## src/rtl/rfe_pkg.sv

```systemverilog
package rfe_pkg;
  typedef struct packed {
    logic load;     // latch operands and start address
    logic capture;  // store returned read byte
    logic advance;  // step to next byte of the rectangle
  } rfe_strobe_t;

  typedef enum logic [2:0] {
    S_IDLE  = 3'd0,
    S_READ  = 3'd1,
    S_WAIT  = 3'd2,
    S_WRITE = 3'd3,
    S_DONE  = 3'd4
  } rfe_state_e;

  localparam logic [1:0] OP_FILL = 2'b00;
  localparam logic [1:0] OP_XOR  = 2'b01;
endpackage

```

## src/rtl/rfe_datapath.sv

```systemverilog
module rfe_datapath
  import rfe_pkg::*;
#(
  parameter int ADDR_W = 32,
  parameter int COORD_W = 14,
  parameter logic [ADDR_W-1:0] DEFAULT_BASE = '0
) (
  input  logic               clk,
  input  logic               rstN,
  input  rfe_strobe_t        strb,
  input  logic [ADDR_W-1:0]  dstBase,
  input  logic [COORD_W-1:0] dstStride,
  input  logic [COORD_W-1:0] dstX,
  input  logic [COORD_W-1:0] dstY,
  input  logic [COORD_W-1:0] width,
  input  logic [COORD_W-1:0] height,
  input  logic [1:0]         depthScale,
  input  logic [7:0]         fillColor,
  input  logic [7:0]         planeMask,
  input  logic [1:0]         opSel,
  input  logic [7:0]         memRdata,
  output logic               emptyNow,
  output logic               fastNow,
  output logic               fastQ,
  output logic               lastByte,
  output logic [ADDR_W-1:0]  curAddr,
  output logic [7:0]         wData
);
  localparam int XW = COORD_W + 2;
  localparam int PW = 2 * COORD_W;

  logic [1:0]         scaleEff;
  logic [XW-1:0]      xBytes, wBytesNow;
  logic [PW-1:0]      rowOff;
  logic [ADDR_W-1:0]  baseSel, startAddr;

  logic [COORD_W-1:0] strideQ, heightQ;
  logic [XW-1:0]      wBytesQ, colCnt;
  logic [COORD_W-1:0] rowCnt;
  logic [7:0]         colorQ, maskQ, oldQ;
  logic [1:0]         opQ;
  logic [ADDR_W-1:0]  rowPtr, bytePtr;
  logic               rowEnd;

  assign scaleEff  = (depthScale == 2'd3) ? 2'd2 : depthScale;
  assign xBytes    = XW'(dstX) << scaleEff;
  assign wBytesNow = XW'(width) << scaleEff;
  assign rowOff    = PW'(dstY) * PW'(dstStride);
  assign baseSel   = (dstBase == '0) ? DEFAULT_BASE : dstBase;
  assign startAddr = baseSel + ADDR_W'(rowOff) + ADDR_W'(xBytes);
  assign emptyNow  = (width == '0) || (height == '0);
  assign fastNow   = (opSel == OP_FILL) && (planeMask == 8'hFF);

  assign rowEnd   = (colCnt == wBytesQ - XW'(1));
  assign lastByte = rowEnd && (rowCnt == heightQ - COORD_W'(1));
  assign curAddr  = bytePtr;

  always_ff @(posedge clk) begin
    if (!rstN) begin
      strideQ <= '0;
      heightQ <= '0;
      wBytesQ <= '0;
      colorQ  <= '0;
      maskQ   <= '0;
      opQ     <= '0;
      fastQ   <= 1'b0;
      rowPtr  <= '0;
      bytePtr <= '0;
      colCnt  <= '0;
      rowCnt  <= '0;
      oldQ    <= '0;
    end else begin
      if (strb.load) begin
        strideQ <= dstStride;
        heightQ <= height;
        wBytesQ <= wBytesNow;
        colorQ  <= fillColor;
        maskQ   <= planeMask;
        opQ     <= opSel;
        fastQ   <= fastNow;
        rowPtr  <= startAddr;
        bytePtr <= startAddr;
        colCnt  <= '0;
        rowCnt  <= '0;
      end else if (strb.advance) begin
        if (rowEnd) begin
          colCnt  <= '0;
          rowCnt  <= rowCnt + COORD_W'(1);
          rowPtr  <= rowPtr + ADDR_W'(strideQ);
          bytePtr <= rowPtr + ADDR_W'(strideQ);
        end else begin
          colCnt  <= colCnt + XW'(1);
          bytePtr <= bytePtr + ADDR_W'(1);
        end
      end
      if (strb.capture) oldQ <= memRdata;
    end
  end

  always_comb begin
    if (fastQ) begin
      wData = colorQ;
    end else begin
      unique case (opQ)
        OP_FILL: wData = (colorQ & maskQ) | (oldQ & ~maskQ);
        OP_XOR:  wData = oldQ ^ (colorQ & maskQ);
        default: wData = ~oldQ;
      endcase
    end
  end

  // within a row, the next byte follows the current one
  assert_col_step_R7: assert property (@(posedge clk) disable iff (!rstN)
    (strb.advance && !strb.load && !rowEnd) |=> (curAddr == $past(curAddr) + ADDR_W'(1)));
  // a new row begins one stride after the previous row start
  assert_row_step_R7: assert property (@(posedge clk) disable iff (!rstN)
    (strb.advance && !strb.load && rowEnd) |=> (curAddr == $past(rowPtr) + ADDR_W'($past(strideQ))));
endmodule

```

## src/rtl/rfe_ctrl.sv

```systemverilog
module rfe_ctrl
  import rfe_pkg::*;
(
  input  logic        clk,
  input  logic        rstN,
  input  logic        start,
  input  logic        emptyNow,
  input  logic        fastNow,
  input  logic        fastQ,
  input  logic        lastByte,
  input  logic        memRvalid,
  output rfe_strobe_t strb,
  output logic        busy,
  output logic        done,
  output logic        memRd,
  output logic        memWr
);
  rfe_state_e state, stateNext;
  logic haveData;

  always_comb begin
    stateNext = state;
    strb = '0;
    unique case (state)
      S_IDLE: if (start) begin
        strb.load = 1'b1;
        if (emptyNow)     stateNext = S_DONE;
        else if (fastNow) stateNext = S_WRITE;
        else              stateNext = S_READ;
      end
      S_READ: stateNext = S_WAIT;
      S_WAIT: if (memRvalid) begin
        strb.capture = 1'b1;
        stateNext = S_WRITE;
      end
      S_WRITE: begin
        strb.advance = 1'b1;
        if (lastByte)   stateNext = S_DONE;
        else if (fastQ) stateNext = S_WRITE;
        else            stateNext = S_READ;
      end
      S_DONE:  stateNext = S_IDLE;
      default: stateNext = S_IDLE;
    endcase
  end

  always_ff @(posedge clk) begin
    if (!rstN) begin
      state    <= S_IDLE;
      haveData <= 1'b0;
    end else begin
      state <= stateNext;
      if (strb.capture)      haveData <= 1'b1;
      else if (state == S_WRITE) haveData <= 1'b0;
    end
  end

  assign busy  = (state != S_IDLE);
  assign done  = (state == S_DONE);
  assign memRd = (state == S_READ);
  assign memWr = (state == S_WRITE);

  // read-modify-write only writes once the read byte arrived
  assert_wr_after_data_R11: assert property (@(posedge clk) disable iff (!rstN)
    (memWr && !fastQ) |-> haveData);
  // never read and write in the same cycle
  assert_rd_wr_excl_R11: assert property (@(posedge clk) disable iff (!rstN)
    !(memRd && memWr));
  // done lasts exactly one cycle and busy drops after it
  assert_done_pulse_R12: assert property (@(posedge clk) disable iff (!rstN)
    done |=> (!done && !busy));
  // no memory traffic while idle
  assert_idle_quiet_R12: assert property (@(posedge clk) disable iff (!rstN)
    !busy |-> (!memRd && !memWr));
  // operands are only loaded from idle
  assert_no_reload_R10: assert property (@(posedge clk) disable iff (!rstN)
    strb.load |-> !busy);
endmodule

```

## src/rtl/rect_fill_engine.sv

```systemverilog
module rect_fill_engine
  import rfe_pkg::*;
#(
  parameter int ADDR_W = 32,
  parameter int COORD_W = 14,
  parameter logic [ADDR_W-1:0] DEFAULT_BASE = 32'h0000_0800
) (
  input  logic               clk,
  input  logic               rstN,
  input  logic               start,
  input  logic [ADDR_W-1:0]  dstBase,
  input  logic [COORD_W-1:0] dstStride,
  input  logic [COORD_W-1:0] dstX,
  input  logic [COORD_W-1:0] dstY,
  input  logic [COORD_W-1:0] width,
  input  logic [COORD_W-1:0] height,
  input  logic [1:0]         depthScale,
  input  logic [7:0]         fillColor,
  input  logic [7:0]         planeMask,
  input  logic [1:0]         opSel,
  output logic               busy,
  output logic               done,
  output logic               memRd,
  output logic               memWr,
  output logic [ADDR_W-1:0]  memAddr,
  output logic [7:0]         memWdata,
  input  logic [7:0]         memRdata,
  input  logic               memRvalid
);
  rfe_strobe_t strb;
  logic emptyNow, fastNow, fastQ, lastByte;

  rfe_ctrl u_ctrl (
    .clk(clk), .rstN(rstN), .start(start),
    .emptyNow(emptyNow), .fastNow(fastNow), .fastQ(fastQ), .lastByte(lastByte),
    .memRvalid(memRvalid), .strb(strb), .busy(busy), .done(done),
    .memRd(memRd), .memWr(memWr)
  );

  rfe_datapath #(.ADDR_W(ADDR_W), .COORD_W(COORD_W), .DEFAULT_BASE(DEFAULT_BASE)) u_dp (
    .clk(clk), .rstN(rstN), .strb(strb),
    .dstBase(dstBase), .dstStride(dstStride), .dstX(dstX), .dstY(dstY),
    .width(width), .height(height), .depthScale(depthScale),
    .fillColor(fillColor), .planeMask(planeMask), .opSel(opSel),
    .memRdata(memRdata), .emptyNow(emptyNow), .fastNow(fastNow), .fastQ(fastQ),
    .lastByte(lastByte), .curAddr(memAddr), .wData(memWdata)
  );
endmodule

```

## config.mk

```make
export PLATFORM = sky130hd
export DESIGN_NAME = rect_fill_engine
export DESIGN_NICKNAME = d
export VERILOG_FILES = /design/src/rtl/rfe_pkg.sv /design/src/rtl/rfe_datapath.sv /design/src/rtl/rfe_ctrl.sv /design/src/rtl/rect_fill_engine.sv
export SDC_FILE = /design/constraint.sdc
export NUM_CORES = 1
export LEC_CHECK = 0
export ABC_AREA = 1
export BUFFER_PORTS_ARGS = -buffer_cell sky130_fd_sc_hd__buf_2
export CORE_MARGIN = 2
export CORE_UTILIZATION = 60
export CTS_BUF_LIST = sky130_fd_sc_hd__clkbuf_4 sky130_fd_sc_hd__clkbuf_8
export CTS_CLUSTER_DIAMETER = 40
export DETAILED_ROUTE_END_ITERATION = 6
export GPL_ROUTABILITY_DRIVEN = 0
export PLACE_DENSITY = 0.8
export RECOVER_POWER = 100
export SLEW_MARGIN = 10
export SYNTH_ARGS = -nofsm -noshare
export SYNTH_HDL_FRONTEND = slang
export SYNTH_HIERARCHICAL = 1
export SYNTH_SLANG_ARGS = --single-unit
export TNS_END_PERCENT = 10
```

## constraint.sdc

```tcl
create_clock -name clk -period 12.5 [get_ports clk]
set_clock_uncertainty 0.05 [all_clocks]
set_input_delay 3.125 -clock clk [delete_from_list [all_inputs] [get_ports clk]]
set_output_delay 3.125 -clock clk [all_outputs]
set_load 0.01 [all_outputs]
```

== Yosys cells after proc, flatten, opt, wreduce, memory -nomap -nowiden ==
Index checks and enable logic that the tools add are counted.
Word-level totals
  bits in registers: 168
  output and inout bits: 44
  logic and storage cells: 81
Operators by class
  add/subtract/negate cells: 8
  multiply operators: 1
  eq/ne operators: 11
  shift-type cells: 2
  multiplexer cells: 23
  bitwise logic cells: 7
  reduce and logical (&&, ||, !) cells: 16
Operators by type and width (count)
  $mux W32: 7
  $add A32 B1 Y32 const B: 1
  $add A32 B14 Y32: 1
  $add A32 B16 Y32: 1
  $add A32 B28 Y32: 1
  $logic_not A32 Y1: 1
  $shl A14 B2 Y16: 2
  $logic_not A14 Y1: 2
  $mul A14 B14 Y28: 1
  $add A16 B1 Y16 const B: 1
  $and A8 B8 Y8: 2
  $eq A16 B16 Y1: 1
  $mux W16: 1
  $not A8 Y8: 2
  $pmux W8 S2: 1
  $sub A16 B1 Y16 const B: 1
  $add A14 B1 Y14 const B: 1
  $eq A14 B14 Y1: 1
  $sub A14 B1 Y14 const B: 1
  $mux W3: 4
  $pmux W3 S4: 1
  $eq A8 B8 Y1 const B: 1
  $mux W8: 1
  $or A8 B8 Y8: 1
  18 further kinds: 31

== Longest topological paths before layout ==
  depth in word-level cells: 6
  mapped depth: 32
  depth with buffers taken out: 31

== By module ==
The synthesis kept the hierarchy.
By module, submodules not included
  rfe_datapath: instances 1, cells each 3024, area each 19879.1 um^2
  rfe_ctrl: instances 1, cells each 42, area each 275.3 um^2

== Worst setup path before layout ==
OpenSTA, ideal clock, no wires.
  kind: in2reg
  start: input port depthScale[0]
  end: register u_dp.rowPtr[24]
  setup time: 115 ps
  arrival time: 8594 ps
  data required time: 12335 ps
  slack: 3742 ps
  stages: 30
  buffers on the path: 3
  cell sequence: clkbuf_1 > inv_1 > clkbuf_1 > clkbuf_1 > nor2_1 > o21ai_0 > o21ai_0 > fa_1 > fa_1 > fa_1 > inv_1 > fa_1 > fa_1 > inv_1 > fa_1 > inv_1 > ha_1 > nand2_1 > nor2_1 > nand3_1 > nand4_1 > nand2_1 > nand2_1 > nand2_1 > nand2_1 > nand2_1 > nand3_1 > inv_1 > nor2_1 > nor2_1
On the way
  longest elaborated chain between the ends: 5
RTL lines
  start, declared: line rect_fill_engine.sv:17  | input logic [1:0] depthScale,
  $eq A2 B2 Y1: line rfe_datapath.sv:45  | assign scaleEff = (depthScale == 2'd3) ? 2'd2 : depthScale;
  $mux W2 (*): line rfe_datapath.sv:45
  $shl A14 B2 Y16 (*): line rfe_datapath.sv:46  | assign xBytes = XW'(dstX) << scaleEff;
  $add A32 B16 Y32 (*): line rfe_datapath.sv:50  | assign startAddr = baseSel + ADDR_W'(rowOff) + ADDR_W'(xBytes);
  $mux W32 (*): line rfe_datapath.sv:73  | if (strb.load) begin
  end signal, assigned: line rfe_datapath.sv:81  | rowPtr <= startAddr;
  end signal, assigned: line rfe_datapath.sv:89  | rowPtr <= rowPtr + ADDR_W'(strideQ);
  end, declared: line rfe_datapath.sv:42  | logic [ADDR_W-1:0] rowPtr, bytePtr;
Every way passes the cells marked *; elsewhere a longest branch is shown, timed or not.
A chain may end at the register's enable or synchronous reset.

== Worst setup path after layout ==
  start: input port depthScale[0]
  end: register u_dp.rowPtr[18]
Same word-level chain as after synthesis.

==> impl_results.md <==
* Outcome: finished with violations
* Failing checks: max-capacitance violations, max-slew violations
* Worst hold endpoint: u_dp/rowPtr[5]
* Pleak at 11.16 nW
* Total power at 5.534 mW
* Antenna Nets Post-Route at 0
* Max cap viols at 3
* Relative slew margins at -0.9780
* Fmax at between 0.09 and 0.1 GHz
* Endpoints failing hold at 0
* Multi-input gate area at 14020 um^2
* Mapped Avg Cell Area at between 6 and 7 um^2
* Hold Path Stages at 2
* Die W at roughly 190 um
* Top-area cell type share of the netlist area at 0.1848
* Vias in the first global route at 19860
* Number of remaining DRC errors at 0
* CP Capture Type: register
* Fin cells at 3619
* RSZ-0062 raised after global routing: no
* FF+latch count, synth at ~170
* RR Endpoint: u_dp/rowPtr[17]
* Cts repair resizes at 0
* Cell area after synthesis at 20150 um^2
* Initial core utilization at 0.6056
* P per Cell Area at between 200 and 300 nW/um^2
* Sink Count at 168
* Fin Hold WS at 0.4326 ns
* Core area at approximately 33000 um^2
* Die area at 35070 um^2
* Reg-to-reg slack, setup at between 8 and 9 ns
* # port buffers at 177
* Reg2reg start: u_dp/wBytesQ[0]
* Netlist cell types at 49
* Final HPWL DP at 46750 um
* Worst Path Required at approximately 13 ns
* # hold bufs at CTS at 0
* Origin of the worst min-delay path: u_dp/rowPtr[5]
* I/O pin count at ~180
* Via density at 5.686
* Nets at 3589
* Crit-path max FO at 26
* Peak supply drop at 0.0003500 V
* Setup bufs post-CTS at 0
* Clk_lat worst skew at 0.50 ns
* Layout cell share with drive strength beyond 1 at 0.06477
* Root Driver: clkbuf_8
* Total of warnings raised by yosys at 6
* Hold crit path type: reg2reg
* Setup slack after layout at 2.220 ns
* Row count at 67
* Area leader, netlist: fa_1
* Avg WL per Cell at around 17 um
* Kind of critical path: in2reg
* Fill cells at 3078
* Commonest non-fill, non-tap cell in the layout: nand2_1
* DR vias at 20580
* CTS Buf Count at 17
* Startpoint Class: primary input
* TritonCTS clock tree: built
* Final number of setup-violating endpoints at 0
* Initial DRC Count at 2124
* CTS H-tree lvls at 4
* Period minus WS final at between 10 and 15 ns
* Data arrival, critical path at 10.61 ns
* Net Count, Synth at 3502
* Chip Height at ~190 um
* Initial antenna violation count at 0
* Dpl cells at ~3600
* Longest Clk Path Bufs at 2
* Global Route Usage Sum at 0.3396
* Total gr overflow at 0
* Syn Inst Count at a little over 3000
* Final TNS setup at 0 ns
* Fin crit share at 0.8224
* Largest net degree at the start of global routing at 70
* Most frequent cells in the layout: nand2_1, inv_1, nor2_1, o21ai_0, fa_1
* Fin. max-slew vios at 147
* Ranking of synthesized cells by area: fa_1, dfxtp_1, nand2_1
* Worst R2R Path Depth at 15
* Register Area at 3363 um^2
* Area Overhead vs Synth at 6.605%
* Clock slew seen by the registers of the worst setup and hold paths at 0.10 ns
* Drt first pass iters at 6
* Register area share after synthesis at 0.1669
* WL final at around 60000 um
* Dpl ws at 2.465 ns
* First-pass GRT wire length at 96840 um
* Worst-Margin Slew at 2.967 ns
[state kept, by name (all words and copies together) (netlist names), 2 cells and up]
register,flops
u_dp/maskQ,8
u_dp/strideQ,14
u_dp/rowPtr,32
u_dp/colCnt,16
u_dp/colorQ,8
u_dp/heightQ,14
u_dp/curAddr,32
u_dp/opQ,2
u_dp/rowCnt,14
u_ctrl/state,3
u_dp/wBytesQ,16
u_dp/oldQ,8
[area by class of cell]
class                           instances  share of cell area
Multi-Input combinational cell       2178              0.6524
Sequential cell                       168              0.1565
Timing Repair Buffer                  185             0.04100
Tap cell                              448             0.02609
Clock inverter                         11            0.005707
Clock buffer                           20             0.01223
Antenna cell                            6           0.0006988
Inverter                              603              0.1053
[where the power goes]
group	total (mW)	internal (mW)	switching (mW)	leakage, nW
sequential	0.781	0.641	0.140	1.38
combinational	4.35	1.48	2.87	9.60
clock	0.404	0.186	0.218	0.188
total	5.53	2.30	3.23	11.2
[per-stage QoR]
step           area, um^2    util
6_report            21490  0.6456
5_1_grt             21470  0.6451
4_1_cts             21550  0.6477
3_5_place_dp        21170  0.6361
3_3_place_gp        21170  0.6361
2_1_floorplan       20150       -
[layer usage]
metal  global-route usage  part of all wire  up-vias
met5                    0                 0        -
met4               0.1774             0.050        0
met3              0.04109             0.079      202
met2               0.5968              0.48     1033
met1               0.4083              0.39     9637
li1                     -                 -     9705
[cell usage after synthesis, drive strengths merged]
cell and number:
nand3 179, nor2 281, xor2 51, ha 116
a22o 17, o211ai 2, a211oi 1, and2 2
inv 602, clkinv 1, clkbuf 94, or2 6
a21o 1, o21bai 8, and3 6, o21a 5
a21boi 2, xnor2 37, o22ai 13, dfxtp 168
nand4 47, mux2i 1, o21ai 206, a31o 1
fa 186, nor4 25, o41ai 1, a31oi 16
buf 23, nor3b 1, nor3 37, o32ai 1
nand3b 18, nand2 774, o31ai 1, a21oi 136
[critical path, stage by stage]
cell and delay, ns:
clkbuf_1 0.71, inv_1 0.57, nor2_1 0.63, o21ai_0 0.19, o21ai_0 0.48, fa_1 0.52
fa_1 0.51, fa_1 0.51, inv_1 0.05, fa_1 0.48, fa_1 0.49, inv_1 0.05
fa_1 0.48, inv_1 0.04, ha_1 0.32, a21oi_1 0.22, o21a_1 0.19, nor2_1 0.05
nor2_1 0.08, nand2_1 0.09, o21ai_0 0.40, o21ai_0 0.18, nor2_1 0.16, nor2_1 0.06
[how the worst max path moves through the flow]
stage | from | cells past startpoint | to
after floorplan | depthScale[0] | 30 | u_dp/rowPtr[24]
after global placement | depthScale[0] | 24 | u_dp/rowPtr[18]
after detailed placement | depthScale[0] | 24 | u_dp/rowPtr[18]
after CTS | depthScale[0] | 24 | u_dp/rowPtr[18]
after global routing | depthScale[0] | 27 | u_dp/rowPtr[18]
final | depthScale[0] | 24 | u_dp/rowPtr[18]
[cell families (layout without fill, tap and decap cells)]
logic type / after synthesis / count (layout) / share of synthesized area
AO/OA/AOI/OAI: 411 / 411 / 0.1106
flip-flops: 168 / 168 / 0.1669
XOR/XNOR: 88 / 88 / 0.03824
multiplexers: 1 / 1 / 0.0004967
AND/OR/NAND/NOR: 1376 / 1376 / 0.2898
buffers and inverters: 720 / 819 / 0.1372
other: 0 / 6 / 0
adder cells (fa/ha/maj): 302 / 302 / 0.2568
No activity file was read; power rests on OpenSTA's default activity.
